**src/rtl/txs_pkg.sv**
```systemverilog
package txs_pkg;
  // Status word layout: value bits and the offset of their write masks.
  localparam int ST_W      = 10;
  localparam int ST_ACT    = 0;
  localparam int ST_CH     = 1;
  localparam int ST_WSL    = 5;
  localparam int ST_WINMD  = 8;
  localparam int ST_MSK_LO = ST_W;
endpackage

```
**src/rtl/txs_qstate.sv**
```systemverilog
module txs_qstate
  import txs_pkg::*;
#(
  parameter int IDXW = 8,
  parameter int WIN  = 64,
  parameter int CHW  = 3
) (
  input  logic              clk,
  input  logic              rst_n,
  input  logic              st_we,
  input  logic [2*ST_W-1:0] st_wdata,
  input  logic              wp_we,
  input  logic [IDXW-1:0]   wp_data,
  input  logic              rp_we,
  input  logic [IDXW-1:0]   rp_data,
  input  logic              emp_we,
  input  logic              emp_mask,
  input  logic              emp_val,
  input  logic              grant,
  input  logic              done,
  output logic              ready,
  output logic [CHW-1:0]    chan,
  output logic [IDXW-1:0]   rd_idx,
  output logic              empty
);
  localparam int CW = $clog2(WIN + 1);

  logic [ST_W-1:0] st_q, st_n;
  logic [IDXW-1:0] rd_q, rd_n, wr_q, wr_n, rd_inc;
  logic            emp_q, emp_n;
  logic [CW-1:0]   infl_q, infl_n;
  logic            win_mode, win_room, unused_st;

  assign rd_inc    = rd_q + 1'b1;
  assign win_mode  = st_q[ST_WINMD];
  assign win_room  = st_q[ST_WSL] && (infl_q < CW'(WIN));
  assign unused_st = ^st_q;

  always_comb begin
    st_n = st_q;
    if (st_we)
      st_n = (st_q & ~st_wdata[ST_MSK_LO +: ST_W]) |
             (st_wdata[ST_W-1:0] & st_wdata[ST_MSK_LO +: ST_W]);

    rd_n = rd_q;
    if (grant) rd_n = rd_inc;
    if (rp_we) rd_n = rp_data;

    wr_n = wr_q;
    if (wp_we) wr_n = wp_data;

    emp_n = emp_q;
    if (grant && (rd_inc == wr_q)) emp_n = 1'b1;
    if (emp_we && emp_mask)        emp_n = emp_val;
    if (wp_we)                     emp_n = (wp_data == rd_n);

    infl_n = infl_q;
    if (!win_mode)
      infl_n = '0;
    else if (grant && !(done && infl_q != '0))
      infl_n = infl_q + 1'b1;
    else if (!grant && done && infl_q != '0)
      infl_n = infl_q - 1'b1;
  end

  always_ff @(posedge clk or negedge rst_n) begin
    if (!rst_n) begin
      st_q   <= '0;
      rd_q   <= '0;
      wr_q   <= '0;
      emp_q  <= 1'b1;
      infl_q <= '0;
    end else begin
      st_q   <= st_n;
      rd_q   <= rd_n;
      wr_q   <= wr_n;
      emp_q  <= emp_n;
      infl_q <= infl_n;
    end
  end

  assign ready  = st_q[ST_ACT] && !emp_q && (rd_q != wr_q) && (!win_mode || win_room);
  assign chan   = st_q[ST_CH +: CHW];
  assign rd_idx = rd_q;
  assign empty  = emp_q;

  // a grant only ever reaches an eligible queue
  assert_grant_eligible_R4: assert property (@(posedge clk) disable iff (!rst_n)
    grant |-> ready);
  // a grant steps the read index by exactly one, wrapping
  assert_rd_step_R6: assert property (@(posedge clk) disable iff (!rst_n)
    (grant && !rp_we) |=> rd_q == IDXW'($past(rd_q) + 1'b1));
  // draining the last descriptor sets the empty flag
  assert_empty_on_drain_R7: assert property (@(posedge clk) disable iff (!rst_n)
    (grant && !rp_we && !wp_we && !emp_we && (rd_q + 1'b1 == wr_q)) |=> emp_q);
  // an all-zero mask leaves the status word untouched
  assert_masked_hold_R2: assert property (@(posedge clk) disable iff (!rst_n)
    (st_we && st_wdata[ST_MSK_LO +: ST_W] == '0) |=> st_q == $past(st_q));
  // the outstanding count never passes the window limit
  assert_window_cap_R9: assert property (@(posedge clk) disable iff (!rst_n)
    infl_q <= CW'(WIN));
endmodule

```
**src/rtl/txs_rr_arb.sv**
```systemverilog
module txs_rr_arb #(
  parameter int NQ = 16,
  localparam int QW = $clog2(NQ)
) (
  input  logic          clk,
  input  logic          rst_n,
  input  logic [NQ-1:0] elig,
  input  logic          grant,
  output logic          valid,
  output logic [QW-1:0] sel
);
  logic [QW-1:0] last_q, last_n;

  always_comb begin
    valid = 1'b0;
    sel   = '0;
    for (int i = 1; i <= NQ; i++) begin
      int k;
      k = (int'(last_q) + i) % NQ;
      if (!valid && elig[QW'(k)]) begin
        valid = 1'b1;
        sel   = QW'(k);
      end
    end
    last_n = last_q;
    if (valid && grant) last_n = sel;
  end

  always_ff @(posedge clk or negedge rst_n) begin
    if (!rst_n) last_q <= '0;
    else        last_q <= last_n;
  end

  // the offered queue is one of the eligible ones
  assert_pick_eligible_R8: assert property (@(posedge clk) disable iff (!rst_n)
    valid |-> elig[sel]);
  // any eligible queue makes the channel request
  assert_request_when_eligible_R4: assert property (@(posedge clk) disable iff (!rst_n)
    (|elig) |-> valid);
endmodule

```
**src/rtl/txq_sched.sv**
```systemverilog
module txq_sched
  import txs_pkg::*;
#(
  parameter int NQ   = 16,
  parameter int NCH  = 8,
  parameter int IDXW = 8,
  parameter int WIN  = 64,
  localparam int QW  = $clog2(NQ),
  localparam int CHW = $clog2(NCH)
) (
  input  logic                clk,
  input  logic                rst_n,
  input  logic                chen_we,
  input  logic [NCH-1:0]      chen_wdata,
  input  logic                st_we,
  input  logic [QW-1:0]       st_queue,
  input  logic [2*ST_W-1:0]   st_wdata,
  input  logic                wp_we,
  input  logic [QW-1:0]       wp_queue,
  input  logic [IDXW-1:0]     wp_data,
  input  logic                rp_we,
  input  logic [QW-1:0]       rp_queue,
  input  logic [IDXW-1:0]     rp_data,
  input  logic                emp_we,
  input  logic [2*NQ-1:0]     emp_wdata,
  input  logic                done_valid,
  input  logic [QW-1:0]       done_queue,
  input  logic [NCH-1:0]      req_grant,
  output logic [NCH-1:0]      req_valid,
  output logic [NCH*QW-1:0]   req_queue,
  output logic [NCH*IDXW-1:0] req_index,
  output logic [NQ*IDXW-1:0]  rd_idx_o,
  output logic [NQ-1:0]       empty_o
);
  // Reset: asserted at once, released through two flops.
  logic [1:0] rst_sync;
  logic       rst_sn;
  always_ff @(posedge clk or negedge rst_n) begin
    if (!rst_n) rst_sync <= '0;
    else        rst_sync <= {rst_sync[0], 1'b1};
  end
  assign rst_sn = rst_sync[1];

  logic [NCH-1:0] chen_q, chen_n;
  always_comb begin
    chen_n = chen_q;
    if (chen_we) chen_n = chen_wdata;
  end
  always_ff @(posedge clk or negedge rst_sn) begin
    if (!rst_sn) chen_q <= '0;
    else         chen_q <= chen_n;
  end

  logic [NQ-1:0]   q_ready, q_grant;
  logic [CHW-1:0]  q_chan [NQ];
  logic [IDXW-1:0] q_rd   [NQ];
  logic [QW-1:0]   ch_sel [NCH];
  logic [NQ-1:0]   ch_elig[NCH];

  for (genvar q = 0; q < NQ; q++) begin : g_q
    txs_qstate #(.IDXW(IDXW), .WIN(WIN), .CHW(CHW)) u_qs (
      .clk     (clk),
      .rst_n   (rst_sn),
      .st_we   (st_we && st_queue == QW'(q)),
      .st_wdata(st_wdata),
      .wp_we   (wp_we && wp_queue == QW'(q)),
      .wp_data (wp_data),
      .rp_we   (rp_we && rp_queue == QW'(q)),
      .rp_data (rp_data),
      .emp_we  (emp_we),
      .emp_mask(emp_wdata[NQ + q]),
      .emp_val (emp_wdata[q]),
      .grant   (q_grant[q]),
      .done    (done_valid && done_queue == QW'(q)),
      .ready   (q_ready[q]),
      .chan    (q_chan[q]),
      .rd_idx  (q_rd[q]),
      .empty   (empty_o[q])
    );
    assign q_grant[q] = req_valid[q_chan[q]] && req_grant[q_chan[q]] &&
                        (ch_sel[q_chan[q]] == QW'(q));
    assign rd_idx_o[q*IDXW +: IDXW] = q_rd[q];
  end

  for (genvar c = 0; c < NCH; c++) begin : g_ch
    for (genvar q = 0; q < NQ; q++) begin : g_map
      assign ch_elig[c][q] = q_ready[q] && chen_q[c] && (q_chan[q] == CHW'(c));
    end
    txs_rr_arb #(.NQ(NQ)) u_arb (
      .clk  (clk),
      .rst_n(rst_sn),
      .elig (ch_elig[c]),
      .grant(req_grant[c]),
      .valid(req_valid[c]),
      .sel  (ch_sel[c])
    );
    assign req_queue[c*QW +: QW]     = ch_sel[c];
    assign req_index[c*IDXW +: IDXW] = q_rd[ch_sel[c]];

    // a disabled channel never requests
    assert_chan_enabled_R3: assert property (@(posedge clk) disable iff (!rst_sn)
      req_valid[c] |-> chen_q[c]);
  end
endmodule

```
**config.mk**
```make
export PLATFORM = sky130hd
export DESIGN_NAME = txq_sched
export DESIGN_NICKNAME = d
export VERILOG_FILES = /design/src/rtl/txs_pkg.sv /design/src/rtl/txs_qstate.sv /design/src/rtl/txs_rr_arb.sv /design/src/rtl/txq_sched.sv
export SDC_FILE = /design/constraint.sdc
export NUM_CORES = 2
export LEC_CHECK = 0
export BUFFER_PORTS_ARGS = -buffer_cell sky130_fd_sc_hd__buf_2
export CORE_UTILIZATION = 59
export CTS_BUF_LIST = sky130_fd_sc_hd__clkbuf_4
export DETAILED_ROUTE_END_ITERATION = 7
export PLACE_DENSITY = 0.78
export SLEW_MARGIN = 20
export SYNTH_ARGS = -nofsm -noshare
export SYNTH_HDL_FRONTEND = slang
export SYNTH_HIERARCHICAL = 1
export SYNTH_SLANG_ARGS = --single-unit
export TNS_END_PERCENT = 100
```
**constraint.sdc**
```tcl
create_clock -name clk -period 26.3 [get_ports clk]
set_clock_uncertainty 0.1 [all_clocks]
set_input_delay 3.945 -clock clk [delete_from_list [all_inputs] [get_ports clk]]
set_output_delay 3.945 -clock clk [all_outputs]
set_load 0.01 [all_outputs]
```
==> run_results.csv <==
group,metric,value,unit
status,status,"complete, but fails checks",
status,violations,"DRC",
placement,placed_area,70890,um2
drt,drt_first_pass_iters,8,
logic_synthesis,synthArstFlopShare,100.0,%
logic_synthesis,synthDistinctLibCells,94,
power,ir_drop,0.1302,mV
drt,wl,272600,um
timing,grt_setup_unrepaired,"false",
clock_tree,path_clk_slew,0.07,ns
setup_path,required,22.25,ns
cells_and_area,area_growth,7.096,%
floorplan,fp-row-count,124,
logic_synthesis,ys_warn_count,6,
logic_synthesis,synthFlopType,"dfrtp_1",
logic_synthesis,syn_inst,7648,
drt,drt_iter0_markers,9695,
floorplan,initial_core_util,59.52,%
clock_tree,holdBufCountCts,0,
timing,tns,0,ns
grt,grt.total_usage,45.48,%
drt,via_per_inst,7.297,
drt,top_layer_used,"met5",
setup_path,cp-end-kind,"output pin",
setup_path,startpoint_type,"register",
setup_path,critPathMaxFanout,38,
timing,period_share,56.40,%
clock_tree,clk_path_buf_depth,3,
drt,vias,68920,
timing,report.final.slew_viol_count,0,
clock_tree,cts_resized,0,
logic_synthesis,netlist_area,68150,um2
clock_tree,numCtsBuffers,157,
placement,place_hpwl,194200,um
power,p_per_area,116.8,nW/um2
floorplan,chipWidth,341.9,um
timing,relSlewSlack,19.08,%
placement,numPortBuffers,347,
clock_tree,clock_latency,1.16,ns
drt,route.met3.wl,39300,um
timing,min_period,14.83,ns
power,p_total,8.524,mW
logic_synthesis,ys_seq_area_share,19.20,%
clock_tree,cts_num_sinks,522,
clock_tree,cts_root_buf,"clkbuf_4",
drt,wl_met1,94140,um
timing,finalHoldViolations,0,
timing,worst_slew_pin_slew,1.197,ns
setup_path,worst_ep_arrival_time,10.79,ns
timing,final-setup-viol-count,0,
worst_hold_path,hp-class,"reg -> async",
power,power.leakage,28.85,nW
floorplan,die_y,341.9,um
logic_synthesis,synth-seq-cells,522,
timing,max_freq,0.06742,GHz
drt,wl_met2,114700,um
run,maxCapViolCount,0,
cells_and_area,drive_gt1_share,22.90,%
grt,grt_overflow,0,
logic_synthesis,synth_edf_count,0,
cells_and_area,final_area,72990,um2
floorplan,coreArea,114500,um2
drt,postRouteAntennaNets,0,
placement,gp_congestion,1.056,
clock_tree,htree_levels,4,
setup_path,crit_type,"reg -> out",
grt,grt_pass1_vias,64285,
floorplan,io_pins,356,
logic_synthesis,syn_avg_cell_area,8.911,um2
floorplan,fp.dieArea,116900,um2
drt,drc,63,
clock_tree,cts_tree,"done",
logic_synthesis,synthesis.nets,7948,
clock_tree,cts_setup_buffers,0,
grt,antenna_found_initial,39,
drt,wl_per_cell,28.86,um
cells_and_area,layout.nets,8095,
grt,grt_max_degree,134,
grt,grt_first_pass_wirelength,403600,um
[synth_stat cells (all sizes together), types with 69 or more instances]
cell / count / area (um2)
mux4: 426 / 9598
nand2: 768 / 2883
inv: 258 / 968.4
o21ai: 351 / 1757
nand3: 325 / 1627
nor4: 69 / 551.8
nor3: 113 / 565.5
nand3b: 86 / 645.6
a221oi: 72 / 630.6
a211oi: 95 / 713.2
a21oi: 334 / 1672
nand4: 114 / 713.2
clkbuf: 302 / 1134
nand2b: 88 / 550.5
o31ai: 74 / 555.5
dfrtp: 506 / 12660
xnor2: 373 / 3267
nor2: 422 / 1584
mux2: 445 / 5041
ha: 176 / 2202
buf: 242 / 1395
xor2: 254 / 2525
and2: 99 / 619.3
mux2i: 305 / 3053
nor2b: 162 / 1013
o211ai: 91 / 683.2
and3: 141 / 882.1
[cells in the final DEF, fill, tap and decap left out, types with 54 or more instances in the layout]
| cell type | netlist | final |
|---|---|---|
| and3_1 | 141 | 141 |
| o211ai_1 | 91 | 91 |
| nor3b_1 | 62 | 62 |
| buf_4 | 66 | 185 |
| xnor2_1 | 373 | 373 |
| nand2b_1 | 88 | 88 |
| nand2_1 | 768 | 768 |
| a31oi_1 | 55 | 55 |
| nor4_1 | 61 | 58 |
| a21oi_1 | 334 | 324 |
| and2_1 | 99 | 99 |
| ha_1 | 176 | 176 |
| nand3_1 | 325 | 325 |
| nor2b_1 | 162 | 161 |
| o31ai_1 | 74 | 72 |
| dfrtp_1 | 506 | 503 |
| inv_1 | 256 | 256 |
| mux4_2 | 425 | 425 |
| nor2_1 | 422 | 420 |
| mux2i_1 | 305 | 305 |
| nand4_1 | 114 | 114 |
| buf_2 | 119 | 345 |
| nor3_1 | 113 | 108 |
| o21ai_0 | 305 | 297 |
| nand3b_1 | 86 | 86 |
| o22ai_1 | 55 | 54 |
| mux2_2 | 421 | 421 |
| xor2_1 | 238 | 238 |
| a211oi_1 | 95 | 93 |
| a221oi_1 | 72 | 72 |
| clkbuf_4 | 0 | 219 |
[power breakdown]
part           internal [mW]  switching, mW  leakage, nW
clock network          0.399          0.426         1.16
registers               1.02          0.525         6.59
logic                   2.39           3.76         21.1
[critical path, stage by stage, from the launching register on]
cell	delay, ns
dfrtp_1	0.92
xnor2_1	0.23
nand4_1	0.14
nor4_1	0.92
nor4bb_2	0.26
nor2b_1	0.28
and3_1	0.29
mux4_2	0.55
mux2_2	0.32
mux2_4	0.31
or4b_1	0.72
nor4_4	0.73
nand2_1	0.37
nor2_1	0.30
o31a_2	0.39
buf_4	0.66
mux4_2	0.58
mux2i_1	0.84
a21oi_1	0.52
buf_2	0.28
[cell type report]
type | instances | area [um2]
diodes | 19 | 47.55
clock buffers | 219 | 1644
clock inverters | 59 | 317.8
fillers | 9609 | 41510
inverters | 267 | 1002
multi-input cells | 6315 | 51850
flip-flops and latches | 522 | 13090
well taps | 1512 | 1892
repair buffers | 532 | 3147
[routing by layer]
metal | vias up | global-route usage, %
met5 | - | 0
met4 | 30 | 34.08
met3 | 1370 | 17.38
met2 | 5063 | 66.05
met1 | 33088 | 54.57
li1 | 29369 | -
[worst paths after layout]
| check | from | endpoint | slack (ns) | depth (start not counted) |
|---|---|---|---|---|
| max | g_q[5].u_qs/rd_idx[6] | req_index[36] | 11.47 | 19 |
| min | rst_sync[1] | g_q[12].u_qs/infl_q[2] | 0.17 | 0 |
| max reg2reg | g_q[5].u_qs/rd_idx[6] | g_q[11].u_qs/infl_q[6] | 14.50 | 28 |
| min reg2reg | rst_sync[1] | g_q[12].u_qs/infl_q[2] | 0.17 | 0 |
| max in group asynchronous | rst_sync[1] | g_q[11].u_qs/infl_q[1] | 22.33 | 4 |
| min in group clk | rst_sync[0] | rst_sync[1] | 0.27 | 0 |
[through the flow]
stage	utilization, %	hold slack (ns)	cells	worst slack [ns]
floorplan	-	0.2312	7648	10.60
detailed placement	61.91	0.1805	9146	13.35
global route	63.72	0.2053	9436	11.38
global placement	61.91	0.1822	9146	13.48
CTS	63.62	0.1866	9424	12.10
finish	63.74	0.1711	9445	11.47
[cell families after synthesis]
kind of cell / share of synthesized area, %
adder cells (fa/ha/maj): 3.701
AO/OA/AOI/OAI: 16.96
multiplexers: 25.96
AND/OR/NAND/NOR: 20.49
other: 0.005503
buffers and inverters: 5.181
flip-flops: 19.20
XOR/XNOR: 8.499
Power figures use the tool's default switching activity.
